[src/rtl/hzd_pkg.sv]
package hzd_pkg;

  // booked resources, one look-ahead window each
  localparam int NUM_RES = 8;
  localparam int RES_EX1 = 0;
  localparam int RES_EX2 = 1;
  localparam int RES_EX3 = 2;
  localparam int RES_EWB = 3;
  localparam int RES_LAG = 4;
  localparam int RES_DC1 = 5;
  localparam int RES_DC2 = 6;
  localparam int RES_LWB = 7;

  typedef enum logic [3:0] {
    CLS_ALU         = 4'd0,
    CLS_ALU_SHIMM   = 4'd1,
    CLS_ALU_SHREG   = 4'd2,
    CLS_MUL         = 4'd3,
    CLS_MUL_FLG     = 4'd4,
    CLS_MULL        = 4'd5,
    CLS_MULL_FLG    = 4'd6,
    CLS_MUL16       = 4'd7,
    CLS_MUL16_ACC64 = 4'd8,
    CLS_MUL_HI      = 4'd9,
    CLS_LOAD        = 4'd10,
    CLS_LOAD_BYTE   = 4'd11,
    CLS_STORE       = 4'd12,
    CLS_MEM_MULTI   = 4'd13,
    CLS_BRANCH      = 4'd14,
    CLS_CALL        = 4'd15
  } insnClass_e;

  // strobes from control to the reservation datapath
  typedef struct packed {
    logic reserve;
    logic stall;
  } ctrlStrobe_t;

endpackage

[src/rtl/hzd_ctrl.sv]
module hzd_ctrl
  import hzd_pkg::*;
#(
  parameter int HORIZON = 8
) (
  input  logic                             clk,
  input  logic                             rst,
  input  logic                             issueValid,
  input  logic [3:0]                       issueClass,
  input  logic [NUM_RES-1:0][HORIZON-1:0]  occ,
  output logic [NUM_RES-1:0][HORIZON-1:0]  pattern,
  output ctrlStrobe_t                      strobe
);

  int  lenE1;
  int  lenWb;
  int  lenDc1;
  logic isExec;
  logic isMem;
  logic collide;

  // class decode into stage lengths
  always_comb begin
    isExec = 1'b0;
    isMem  = 1'b0;
    lenE1  = 1;
    lenWb  = 1;
    lenDc1 = 1;
    case (issueClass)
      CLS_ALU, CLS_ALU_SHIMM, CLS_MUL16: isExec = 1'b1;
      CLS_ALU_SHREG, CLS_MUL, CLS_MUL_FLG, CLS_MUL_HI: begin
        isExec = 1'b1;
        lenE1  = 2;
      end
      CLS_MUL16_ACC64: begin
        isExec = 1'b1;
        lenE1  = 2;
        lenWb  = 2;
      end
      CLS_MULL, CLS_MULL_FLG: begin
        isExec = 1'b1;
        lenE1  = 3;
        lenWb  = 2;
      end
      CLS_LOAD, CLS_LOAD_BYTE, CLS_STORE: isMem = 1'b1;
      CLS_MEM_MULTI: begin
        isMem  = 1'b1;
        lenDc1 = 2;
      end
      default: begin
        isExec = 1'b0;
        isMem  = 1'b0;
      end
    endcase
  end

  // expand lengths into a per-resource reservation table
  always_comb begin
    pattern = '0;
    for (int k = 0; k < HORIZON; k++) begin
      if (isExec) begin
        pattern[RES_EX1][k] = (k < lenE1);
        pattern[RES_EX2][k] = (k == lenE1);
        pattern[RES_EX3][k] = (k == lenE1 + 1);
        pattern[RES_EWB][k] = (k >= lenE1 + 2) && (k < lenE1 + 2 + lenWb);
      end
      if (isMem) begin
        pattern[RES_LAG][k] = (k == 0);
        pattern[RES_EX1][k] = (k == 0);
        pattern[RES_DC1][k] = (k >= 1) && (k < 1 + lenDc1);
        pattern[RES_DC2][k] = (k == 1 + lenDc1);
        pattern[RES_LWB][k] = (k == 2 + lenDc1);
      end
    end
  end

  // compare against bookings as they will stand after the next shift
  always_comb begin
    collide = 1'b0;
    for (int r = 0; r < NUM_RES; r++) begin
      collide = collide | (|((occ[r] >> 1) & pattern[r]));
    end
  end

  assign strobe.stall   = issueValid & collide;
  assign strobe.reserve = issueValid & ~collide;

  a_r8_branch_no_stall: assert property (@(posedge clk) disable iff (rst)
    (issueValid && (issueClass == CLS_BRANCH || issueClass == CLS_CALL)) |-> !strobe.stall);

  a_r9_stall_needs_request: assert property (@(posedge clk) disable iff (rst)
    strobe.stall |-> issueValid);

endmodule

[src/rtl/hzd_datapath.sv]
module hzd_datapath
  import hzd_pkg::*;
#(
  parameter int HORIZON = 8
) (
  input  logic                             clk,
  input  logic                             rst,
  input  ctrlStrobe_t                      strobe,
  input  logic [NUM_RES-1:0][HORIZON-1:0]  pattern,
  output logic [NUM_RES-1:0][HORIZON-1:0]  occ
);

  // one shifting window per resource: bit k = booked k cycles from now
  for (genvar r = 0; r < NUM_RES; r++) begin : g_res
    always_ff @(posedge clk) begin
      if (rst) begin
        occ[r] <= '0;
      end else begin
        occ[r] <= (occ[r] >> 1) | (strobe.reserve ? pattern[r] : '0);
      end
    end

    a_r9_no_booking_on_stall: assert property (@(posedge clk) disable iff (rst)
      !strobe.reserve |=> (occ[r] == ($past(occ[r]) >> 1)));
  end

  // stage ordering inside each pipeline
  a_r2_ex2_follows_ex1: assert property (@(posedge clk) disable iff (rst)
    occ[RES_EX2][0] |-> $past(occ[RES_EX1][0]));
  a_r2_ex3_follows_ex2: assert property (@(posedge clk) disable iff (rst)
    occ[RES_EX3][0] |-> $past(occ[RES_EX2][0]));
  a_r4_ewb_entry: assert property (@(posedge clk) disable iff (rst)
    $rose(occ[RES_EWB][0]) |-> $past(occ[RES_EX3][0]));
  a_r6_agen_with_ex1: assert property (@(posedge clk) disable iff (rst)
    occ[RES_LAG][0] |-> occ[RES_EX1][0]);
  a_r6_dc2_follows_dc1: assert property (@(posedge clk) disable iff (rst)
    occ[RES_DC2][0] |-> $past(occ[RES_DC1][0]));
  a_r6_lwb_follows_dc2: assert property (@(posedge clk) disable iff (rst)
    occ[RES_LWB][0] |-> $past(occ[RES_DC2][0]));

endmodule

[src/rtl/dual_pipe_hazard_tracker.sv]
module dual_pipe_hazard_tracker
  import hzd_pkg::*;
#(
  parameter int HORIZON = 8  // must cover the longest pattern (7 cycles)
) (
  input  logic       clk,
  input  logic       rst,
  input  logic       issueValid,
  input  logic [3:0] issueClass,
  output logic       stall,
  output logic [3:0] execBusy,
  output logic [3:0] lsuBusy
);

  logic [NUM_RES-1:0][HORIZON-1:0] occ;
  logic [NUM_RES-1:0][HORIZON-1:0] pattern;
  ctrlStrobe_t                     strobe;

  hzd_ctrl #(.HORIZON(HORIZON)) i_ctrl (
    .clk        (clk),
    .rst        (rst),
    .issueValid (issueValid),
    .issueClass (issueClass),
    .occ        (occ),
    .pattern    (pattern),
    .strobe     (strobe)
  );

  hzd_datapath #(.HORIZON(HORIZON)) i_datapath (
    .clk     (clk),
    .rst     (rst),
    .strobe  (strobe),
    .pattern (pattern),
    .occ     (occ)
  );

  assign stall    = strobe.stall;
  assign execBusy = {occ[RES_EWB][0], occ[RES_EX3][0], occ[RES_EX2][0], occ[RES_EX1][0]};
  assign lsuBusy  = {occ[RES_LWB][0], occ[RES_DC2][0], occ[RES_DC1][0], occ[RES_LAG][0]};

  a_r1_reset_clears: assert property (@(posedge clk) disable iff (rst)
    $past(rst) |-> (execBusy == 4'b0 && lsuBusy == 4'b0));

endmodule

[config.mk]
export PLATFORM = sky130hd
export DESIGN_NAME = dual_pipe_hazard_tracker
export DESIGN_NICKNAME = d
export VERILOG_FILES = /design/src/rtl/hzd_pkg.sv /design/src/rtl/hzd_ctrl.sv /design/src/rtl/hzd_datapath.sv /design/src/rtl/dual_pipe_hazard_tracker.sv
export SDC_FILE = /design/constraint.sdc
export NUM_CORES = 1
export LEC_CHECK = 0
export ABC_AREA = 1
export CORE_ASPECT_RATIO = 0.6
export CORE_MARGIN = 2
export CORE_UTILIZATION = 40
export DETAILED_ROUTE_END_ITERATION = 16
export DONT_BUFFER_PORTS = 1
export PLACE_DENSITY = 0.53
export SYNTH_ARGS = -nofsm -noshare
export SYNTH_HDL_FRONTEND = slang
export SYNTH_HIERARCHICAL = 1
export SYNTH_SLANG_ARGS = --single-unit
[constraint.sdc]
create_clock -name clk -period 2.4 [get_ports clk]
set_clock_uncertainty 0.1 [all_clocks]
set_input_delay 0.36 -clock clk [delete_from_list [all_inputs] [get_ports clk]]
set_output_delay 0.36 -clock clk [all_outputs]
set_load 0.05 [all_outputs]
==> results.py, run 1 <==
metrics = {
    "status": {
        "status": "finished clean",
    },
    "power": {
        "powerDensity_nw_per_um2": 881.3,
        "ir_worst_vdd_uv": 476.8,
        "leakage_nw": 1.701,
    },
    "worst_setup_path": {
        "cp_top_family": "simple AND/OR/NAND/NOR gates",
        "cpMostUsedCell": "nor2_4",
        "worstReg2RegStart": "i_datapath/occ[33]",
        "cp_slowest_cell": "ha_4",
        "crit_path_end_kind": "output pin",
        "path_cells": "nor2_4, buf_6, nor2_4, inv_2, nand2_4, ha_4, xor2_2, nand3_1, nand3_2, nand2_2, nand2_2, nor2_4, a21oi_4, buf_12",
        "crit_buf_inv": 3,
        "slowest_delay_ns": 0.27,
        "crit_start": "issueClass[1]",
        "cp_max_fo": 6,
        "worstSetupPathType": "in2out",
        "critPathArrivalTime_ns": 1.85,
        "startpoint_type": "primary input",
        "required_ns": 1.94,
        "worstRegToRegCells": 13,
        "cp.depth": 14,
    },
    "global_routing": {
        "track_usage": 0.1449,
        "grt_pass1_wl_um": 8907,
        "gr-total-overflow": 0,
        "grt_pass1_vias": 1880,
        "grt_max_degree": 84,
        "antenna_found_initial": 0,
    },
    "place": {
        "dp.cells": 503,
        "post-dp-hpwl_um": 3353,
        "pre_cts_ws_ns": -0.07456,
        "gp_congestion": 0.8362,
        "port_buffers": 0,
    },
    "yosys": {
        "synth_top_family_by_area": "simple AND/OR/NAND/NOR gates",
        "synth_compound_area_frac": 0.001676,
        "avgSynthCellArea_um2": 7.299,
        "yosysSeqAreaShare": 0.4292,
        "synth_largest_area_cell": "dfxtp_1",
        "ys_warn_count": 6,
        "syn_inst": 409,
        "ys_ff_latch": 64,
        "synthAdderAreaFrac": 0.01257,
        "muxShareOfSynthArea": 0,
        "ys_types": 19,
        "synth_most_common_cell": "nand2_1",
        "synthTopCellsByCount": "nand2_1 (149), dfxtp_1 (64), nand3_1 (61)",
        "yosys_most_used_dff": "dfxtp_1",
        "synth_edf_count": 0,
        "ys_async_sr_fraction": 0,
        "synthTopCellsByArea": "dfxtp_1 (43%), nand2_1 (19%), buf_4 (14%)",
        "synth_top_area_frac": 0.4292,
        "synth_xor_area_frac": 0.002934,
        "synth-simple-area-share": 0.3579,
        "syn_area_um2": 2985,
    },
    "hold_path": {
        "worstHoldStart": "issueClass[1]",
        "min_path_type": "in2reg",
        "holdPathStages": 3,
    },
    "finish": {
        "largest_reg_flops": 64,
        "fillCellCount": 736,
        "antenna_cells": 0,
        "final_core_util": 0.4644,
        "nNetsFinal": 422,
        "regArea_um2": 1281,
        "drive_gt1_frac": 0.1594,
        "reg.largest.list": "i_datapath/occ: 64 flops",
        "multi_input_area_um2": 1405,
        "fin_cells": 518,
        "largest-register": "i_datapath/occ",
        "areaGrowthSynthToFinish_pct": 12.57,
    },
    "detailed_routing": {
        "drcViolationCount": 0,
        "wl_per_cell_um": 9.639,
        "routed_wl_um": 4993,
        "met3WireLength_um": 270,
        "drt_iter0_markers": 103,
        "top_layer": "met4",
        "wl_met2_um": 1941,
        "viasPerCell": 4.041,
        "dr.pass1.iters": 4,
        "met1_length_um": 2683,
        "ant_nets": 0,
        "vias": 2093,
    },
    "timing": {
        "hold_violations": 0,
        "timing.hold.ws_ns": 0.1940,
        "fin_tns_setup_ns": 0,
        "finalSetupViolations": 0,
        "grt_setup_unrepaired": "true",
        "worst_pin_slew_ns": 0.5149,
        "fin_ws_ns": 0.09301,
        "max_clock_freq_ghz": 0.4335,
        "slew_headroom": 0.6562,
        "period_minus_slack_ns": 2.307,
        "fin_crit_sh": 0.9612,
        "slew_violations": 0,
    },
    "floorplanning": {
        "die_h_um": 70.92,
        "fp-row-count": 24,
        "initial_core_util": 0.4125,
        "core-area_um2": 7237,
        "pin_count": 16,
        "dieArea_um2": 8193,
        "die_x_um": 115.5,
    },
    "clock_tree": {
        "hold_buffers": 0,
        "cts.sinks": 64,
        "cts_buffer_depth": 2,
        "cts_tree": "yes",
        "worst_skew_pair.late_latency_ns": 0.33,
        "clk_pin_slew_ns": 0.05,
        "h-tree-depth": 3,
        "cts_root_buf": "clkbuf_16",
        "cts_made_buffers": 9,
    },
    "run": {
        "drv_cap": 0,
    },
}
## worst min-delay path: stages
cell,delay [ns]
nor2_1,0.08
nand3_1,0.09
nand2_1,0.05
## cells by family after synthesis
family,after synthesis
compound gates,1
xor+xnor,1
fa+ha+maj,3
buf+inv,92
flops,64
other cells,1
simple gates,247
## cells in the final DEF, fill, tap and decap left out, types with 3 or more instances in the layout
cell       instances
nand2_2            6
nand2_4            5
nand2_1          144
inv_2              3
buf_4             15
nand3_2            9
clkbuf_16          9
nand3_1           56
nor2_1            20
nor2_4             5
conb_1            43
dfxtp_1           64
inv_1             19
buf_12             3
## stage by stage
step / area, um2 / total power [mW]
2_1_floorplan: 3247 / 1.750
3_3_place_gp: 3038 / 1.805
3_5_place_dp: 3038 / 1.812
4_1_cts: 3312 / 3.003
5_1_grt: 3361 / 3.134
6_report: 3361 / 2.962
## path summary, 6_finish.rpt
kind                        endpoint  slack, ns
setup / recovery               stall       0.09
hold / removal    i_datapath/occ[60]       0.19
setup reg to reg  i_datapath/occ[31]       0.50
hold reg to reg   i_datapath/occ[22]       0.32
## what timing repair did
action                                  CTS  global route
buffers inserted                          0             2
pin swaps                                 0            10
gates cloned                              0             0
gates resized for setup                   2             8
endpoints found under the setup margin    1             1
## power breakdown
part           internal [mW]  switching, mW  total (mW)
clock network          0.734          0.423        1.16
logic                  0.197          0.302       0.499
registers               1.20          0.111        1.31
total                   2.13          0.836        2.96
## cell type report
type                            count  area share
Timing Repair Buffer               19     0.05473
Clock inverter                      1    0.001489
Inverter                           23     0.02941
Clock buffer                       12     0.07632
Sequential cell                    64      0.3812
Tap cell                          104     0.03872
Multi-Input combinational cell    295      0.4181
## layer usage
metal | track usage | vias up
met1 | 0.2000 | 891
li1 | - | 1168
met5 | 0 | -
met3 | 0.06855 | 8
met2 | 0.1897 | 26
met4 | 0.06426 | 0
Power figures use the tool's default switching activity.
==> inputs of run 2 (changes only) <==
Settings changed: RECOVER_POWER set to 50, REMOVE_ABC_BUFFERS set to 1.
==> run 2 against run 1 <==
  * Sequential share of layout area decreased by 0.14 points
  * Count of clock-buffer cells in the layout increased by 2
  * Sequential cell count unchanged
  * Power about the same
  * Critical path type unchanged
==> results.py, run 2 (synthesis gave the netlist of run 1 again) <==
metrics = {
    "finish": {
        "final_core_util": 0.4661,
        "final_cell_mix": "nand2_1 (145), dfxtp_1 (64), nand3_1 (61)",
        "nNetsFinal": 428,
        "largest_reg_flops": 64,
        "reg.largest.list": "i_datapath/occ: 64 flops",
        "largest-register": "i_datapath/occ",
        "layout_commonest_cell": "nand2_1",
        "areaGrowthSynthToFinish_pct": 12.99,
        "antenna_cells": 0,
        "fin_cells": 525,
        "drive_gt1_frac": 0.1544,
    },
    "worst_setup_path": {
        "startpoint_type": "primary input",
        "cp_slowest_cell": "ha_4",
        "crit_path_end_kind": "output pin",
        "worstSetupPathType": "in2out",
        "slowest_delay_ns": 0.26,
        "required_ns": 1.94,
        "worstRegToRegCells": 13,
        "critPathArrivalTime_ns": 1.87,
        "crit_buf_inv": 4,
        "cp_top_family": "simple AND/OR/NAND/NOR gates",
        "cp.depth": 15,
        "path_cells": "clkinv_8, nor2_4, nand2_4, buf_6, nand2_4, inv_4, ha_4, xor2_2, nand3_1, nand3_2, nand2_1, nand2_1, nor2_2, a21oi_1, buf_4",
        "cp_max_fo": 4,
    },
    "detailed_routing": {
        "vias": 2082,
        "drcViolationCount": 0,
        "wl_per_cell_um": 8.884,
        "routed_wl_um": 4664,
        "drt_iter0_markers": 71,
        "viasPerCell": 3.966,
        "ant_nets": 0,
        "dr.pass1.iters": 4,
    },
    "place": {
        "gp_congestion": 0.7705,
        "pre_cts_ws_ns": -0.1245,
        "port_buffers": 0,
        "post-dp-hpwl_um": 3085,
        "dp.cells": 508,
    },
    "run": {
        "drv_cap": 0,
    },
    "timing": {
        "worst_pin_slew_ns": 0.8349,
        "period_minus_slack_ns": 2.331,
        "max_clock_freq_ghz": 0.4289,
        "slew_headroom": 0.4428,
        "grt_setup_unrepaired": "true",
        "fin_ws_ns": 0.06856,
        "slew_violations": 0,
        "hold_violations": 0,
        "fin_crit_sh": 0.9714,
        "finalSetupViolations": 0,
    },
    "global_routing": {
        "antenna_found_initial": 0,
        "grt_pass1_vias": 1781,
        "gr-total-overflow": 0,
        "track_usage": 0.1297,
        "grt_pass1_wl_um": 8142,
        "grt_max_degree": 49,
    },
    "power": {
        "ir_worst_vdd_uv": 415.1,
        "powerDensity_nw_per_um2": 877.6,
        "leakage_nw": 1.734,
    },
    "clock_tree": {
        "cts_tree": "yes",
        "cts_root_buf": "clkbuf_16",
        "cts_made_buffers": 9,
        "cts.sinks": 64,
        "clk_pin_slew_ns": 0.05,
        "cts_buffer_depth": 2,
        "h-tree-depth": 3,
        "worst_skew_pair.late_latency_ns": 0.32,
        "hold_buffers": 0,
    },
    "floorplanning": {
        "initial_core_util": 0.4125,
        "pin_count": 16,
        "fp-row-count": 24,
        "die_x_um": 115.5,
        "dieArea_um2": 8193,
        "core-area_um2": 7237,
        "die_h_um": 70.92,
    },
    "hold_path": {
        "holdPathStages": 3,
        "min_path_type": "in2reg",
    },
    "status": {
        "status": "finished clean",
    },
}
## run 2: changes by cell type in the layout (fill, tap and decap cells not counted), sizes merged
cell,change
clkbuf,+4
inv,-1
buf,+4
## run 2: area by class of cell
class / instances / area [um2]
Clock buffer: 14 / 274.0
Fill cell: 765 / 3864
Multi-Input combinational cell: 295 / 1376
Inverter: 23 / 101.3
Tap cell: 104 / 130.1
Timing Repair Buffer: 25 / 210.2
Sequential cell: 64 / 1281
## run 2: what timing repair did
action / 4_1_cts / 5_1_grt
setup buffers: 2 / 1
pin swaps: 5 / 13
cloned: 0 / 0
setup endpoints to repair: 1 / 1
gates resized for setup: 7 / 22
## run 2: path summary, 6_finish.rpt
check | start | endpoint | slack, ns
worst max-delay path | issueClass[2] | stall | 0.07
worst min-delay path | issueClass[1] | i_datapath/occ[51] | 0.21
worst max register to register | i_datapath/occ[33] | i_datapath/occ[30] | 0.51
worst min register to register | i_datapath/occ[44] | i_datapath/occ[43] | 0.32
## run 2: through the flow
step	power (mW)	setup TNS, ns	area, um2	hold WS (ns)
floorplan	1.607	-32.87	2649	0.3043
global placement	1.775	-0.9819	2989	0.3077
detailed placement	1.781	-1.784	2989	0.3108
CTS	2.997	0	3313	0.1997
global route	3.145	-0.04159	3373	0.2148
finish	2.960	0	3373	0.2111
## run 2: power breakdown
part | switching, mW | total (mW) | internal (mW) | leakage (nW)
clock | 0.412 | 1.18 | 0.770 | 0.135
sequential | 0.110 | 1.30 | 1.20 | 0.524
combinational | 0.282 | 0.473 | 0.192 | 1.08
## run 2: per-layer routing
metal / GRT usage / part of all wire
met3: 0.05741 / 0.047
met5: 0 / 0
met2: 0.1702 / 0.39
met1: 0.1819 / 0.55
met4: 0.05622 / 0.016
## run 2: tightest hold or removal path: stages
cell	delay (ns)
nor2_1	0.08
nand3_1	0.10
nand2_1	0.04
==> inputs of run 3 (changes only) <==
Settings changed: CORE_MARGIN 2 to not set.
==> run 3 against run 2 <==
  * Routed wire length is 3.3% higher
  * Register-to-register slack lost 0.03 ns
  * Global-route usage up 1.7 points
  * Sequential power hardly changed
  * Critical path depth unchanged
  * Count of clock-buffer cells in the layout down 1
  * Die area shrank 4.5%
==> results.py, run 3 (synthesis gave the netlist of run 1 again) <==
metrics = {
    "finish": {
        "largest_reg_flops": 64,
        "fin_cells": 535,
        "nNetsFinal": 440,
        "layout_commonest_cell": "nand2_1",
        "areaGrowthSynthToFinish_pct": 15.67,
        "drive_gt1_frac": 0.1862,
        "final_cell_mix": "nand2_1 (145), dfxtp_1 (64), nand3_1 (60)",
        "antenna_cells": 0,
        "reg.largest.list": "i_datapath/occ: 64 flops",
        "largest-register": "i_datapath/occ",
    },
    "detailed_routing": {
        "wl_per_cell_um": 9.007,
        "drcViolationCount": 0,
        "routed_wl_um": 4819,
        "viasPerCell": 3.991,
        "dr.pass1.iters": 5,
        "drt_iter0_markers": 118,
        "vias": 2135,
        "ant_nets": 0,
    },
    "clock_tree": {
        "worst_skew_pair.late_latency_ns": 0.33,
        "cts_root_buf": "clkbuf_16",
        "cts_tree": "yes",
        "cts_made_buffers": 9,
        "cts.sinks": 64,
        "cts_buffer_depth": 2,
        "clk_pin_slew_ns": 0.05,
        "hold_buffers": 0,
        "h-tree-depth": 3,
    },
    "status": {
        "status": "finished clean",
    },
    "worst_setup_path": {
        "cp.depth": 15,
        "required_ns": 1.94,
        "worstRegToRegCells": 13,
        "critPathArrivalTime_ns": 1.91,
        "timing.rr.end": "i_datapath/occ[2]",
        "cp_top_family": "simple AND/OR/NAND/NOR gates",
        "crit_path_end_kind": "output pin",
        "crit_start": "issueClass[2]",
        "crit_path_end": "stall",
        "startpoint_type": "primary input",
        "crit_buf_inv": 4,
        "slowest_delay_ns": 0.26,
        "worstReg2RegStart": "i_datapath/occ[33]",
        "worst-r2r-setup-slack_ns": 0.48,
        "path_cells": "inv_8, nor2_4, nand2_4, buf_6, nand2_4, inv_2, ha_4, xor2_2, nand3_1, nand3_2, nand2_1, nand2_1, nor2_2, a21oi_1, buf_4",
        "cp_max_fo": 4,
        "worstSetupPathType": "in2out",
        "cp_slowest_cell": "ha_4",
    },
    "timing": {
        "worst_pin_slew_ns": 0.8634,
        "grt_setup_unrepaired": "true",
        "slew_violations": 0,
        "hold_violations": 0,
        "max_clock_freq_ghz": 0.4220,
        "slew_headroom": 0.4244,
        "fin_crit_sh": 0.9873,
        "period_minus_slack_ns": 2.369,
        "finalSetupViolations": 0,
    },
    "global_routing": {
        "gr-total-overflow": 0,
        "grt_pass1_vias": 1844,
        "grt_pass1_wl_um": 8459,
        "track_usage": 0.1472,
        "antenna_found_initial": 0,
        "grt_max_degree": 90,
    },
    "floorplanning": {
        "pin_count": 16,
        "core-area_um2": 6935,
        "die_x_um": 113.5,
        "die_h_um": 68.92,
        "initial_core_util": 0.4305,
        "dieArea_um2": 7824,
        "fp-row-count": 23,
    },
    "power": {
        "leakage_nw": 1.791,
        "powerDensity_nw_per_um2": 875.7,
        "ir_worst_vdd_uv": 495.1,
        "total_power_mw": 3.024,
    },
    "place": {
        "gp_congestion": 0.7262,
        "port_buffers": 0,
        "dp.cells": 502,
        "post-dp-hpwl_um": 2964,
    },
    "run": {
        "drv_cap": 0,
    },
    "hold_path": {
        "min_path_type": "in2reg",
        "worstHoldStart": "issueClass[1]",
    },
}
==> run 3: changes by cell type in the layout (fill, tap and decap cells not counted), moves of 2 or more <==
cell | previous run | this run
clkbuf_2 | 2 | 0
nand2_4 | 8 | 5
nand2_2 | 2 | 5
buf_4 | 19 | 32
clkinv_2 | 0 | 3
==> run 3: worst min-delay path by stage <==
stage | endpoint | slack [ns] | depth (start not counted)
3_3_place_gp | i_datapath/occ[6] | 0.31 | 2
6_report | i_datapath/occ[42] | 0.21 | 3
5_1_grt | i_datapath/occ[51] | 0.23 | 3
4_1_cts | i_datapath/occ[42] | 0.19 | 3
2_1_floorplan | i_datapath/occ[12] | 0.30 | 2
3_5_place_dp | i_datapath/occ[61] | 0.31 | 2
==> run 3: what timing repair did <==
action / in CTS / in global routing
gates resized for setup: 13 / 11
setup buffers: 13 / 4
setup endpoints to repair: 1 / 2
pin swaps: 10 / 10
gates cloned: 0 / 0
==> run 3: per-layer routing <==
metal | part of all wire | global-route usage | up-vias | wire length [um]
li1 | - | - | 1213 | -
met1 | 0.52 | 0.1917 | 879 | 2524
met2 | 0.41 | 0.2012 | 35 | 1962
met3 | 0.056 | 0.06206 | 8 | 270
met4 | 0.013 | 0.08882 | 0 | 63
met5 | 0 | 0 | - | 0
==> run 3: per-stage QoR <==
step	hold WS (ns)	setup WS (ns)	area, um2	utilization	setup TNS, ns
final	0.2107	0.03053	3453	0.4979	0
after global routing	0.2341	-0.1103	3453	0.4979	-0.1625
after CTS	0.1889	0.002433	3396	0.4896	0
after detailed placement	0.3086	-0.1715	2957	0.4263	-2.382
after global placement	0.3082	-0.09989	2957	0.4263	-0.9742
after floorplan	0.3043	-1.915	2649	-	-32.87
==> run 3: tightest hold or removal path, delay by kind of cell <==
family | cells | cell delay (ns)
simple gates | 3 | 0.23
==> run 3: area by class of cell <==
class | instances | area, um2
Inverter | 23 | 93.84
Clock inverter | 3 | 15.01
Multi-Input combinational cell | 295 | 1366
Clock buffer | 13 | 270.3
Tap cell | 100 | 125.1
Fill cell | 689 | 3482
Timing Repair Buffer | 37 | 301.5
Sequential cell | 64 | 1281
==> run 3: report_power, final <==
part	leakage, nW	switching (mW)	total, mW	internal [mW]
combinational	1.12	0.291	0.510	0.219
sequential	0.524	0.109	1.30	1.19
clock	0.145	0.434	1.21	0.777
total	1.79	0.834	3.02	2.19
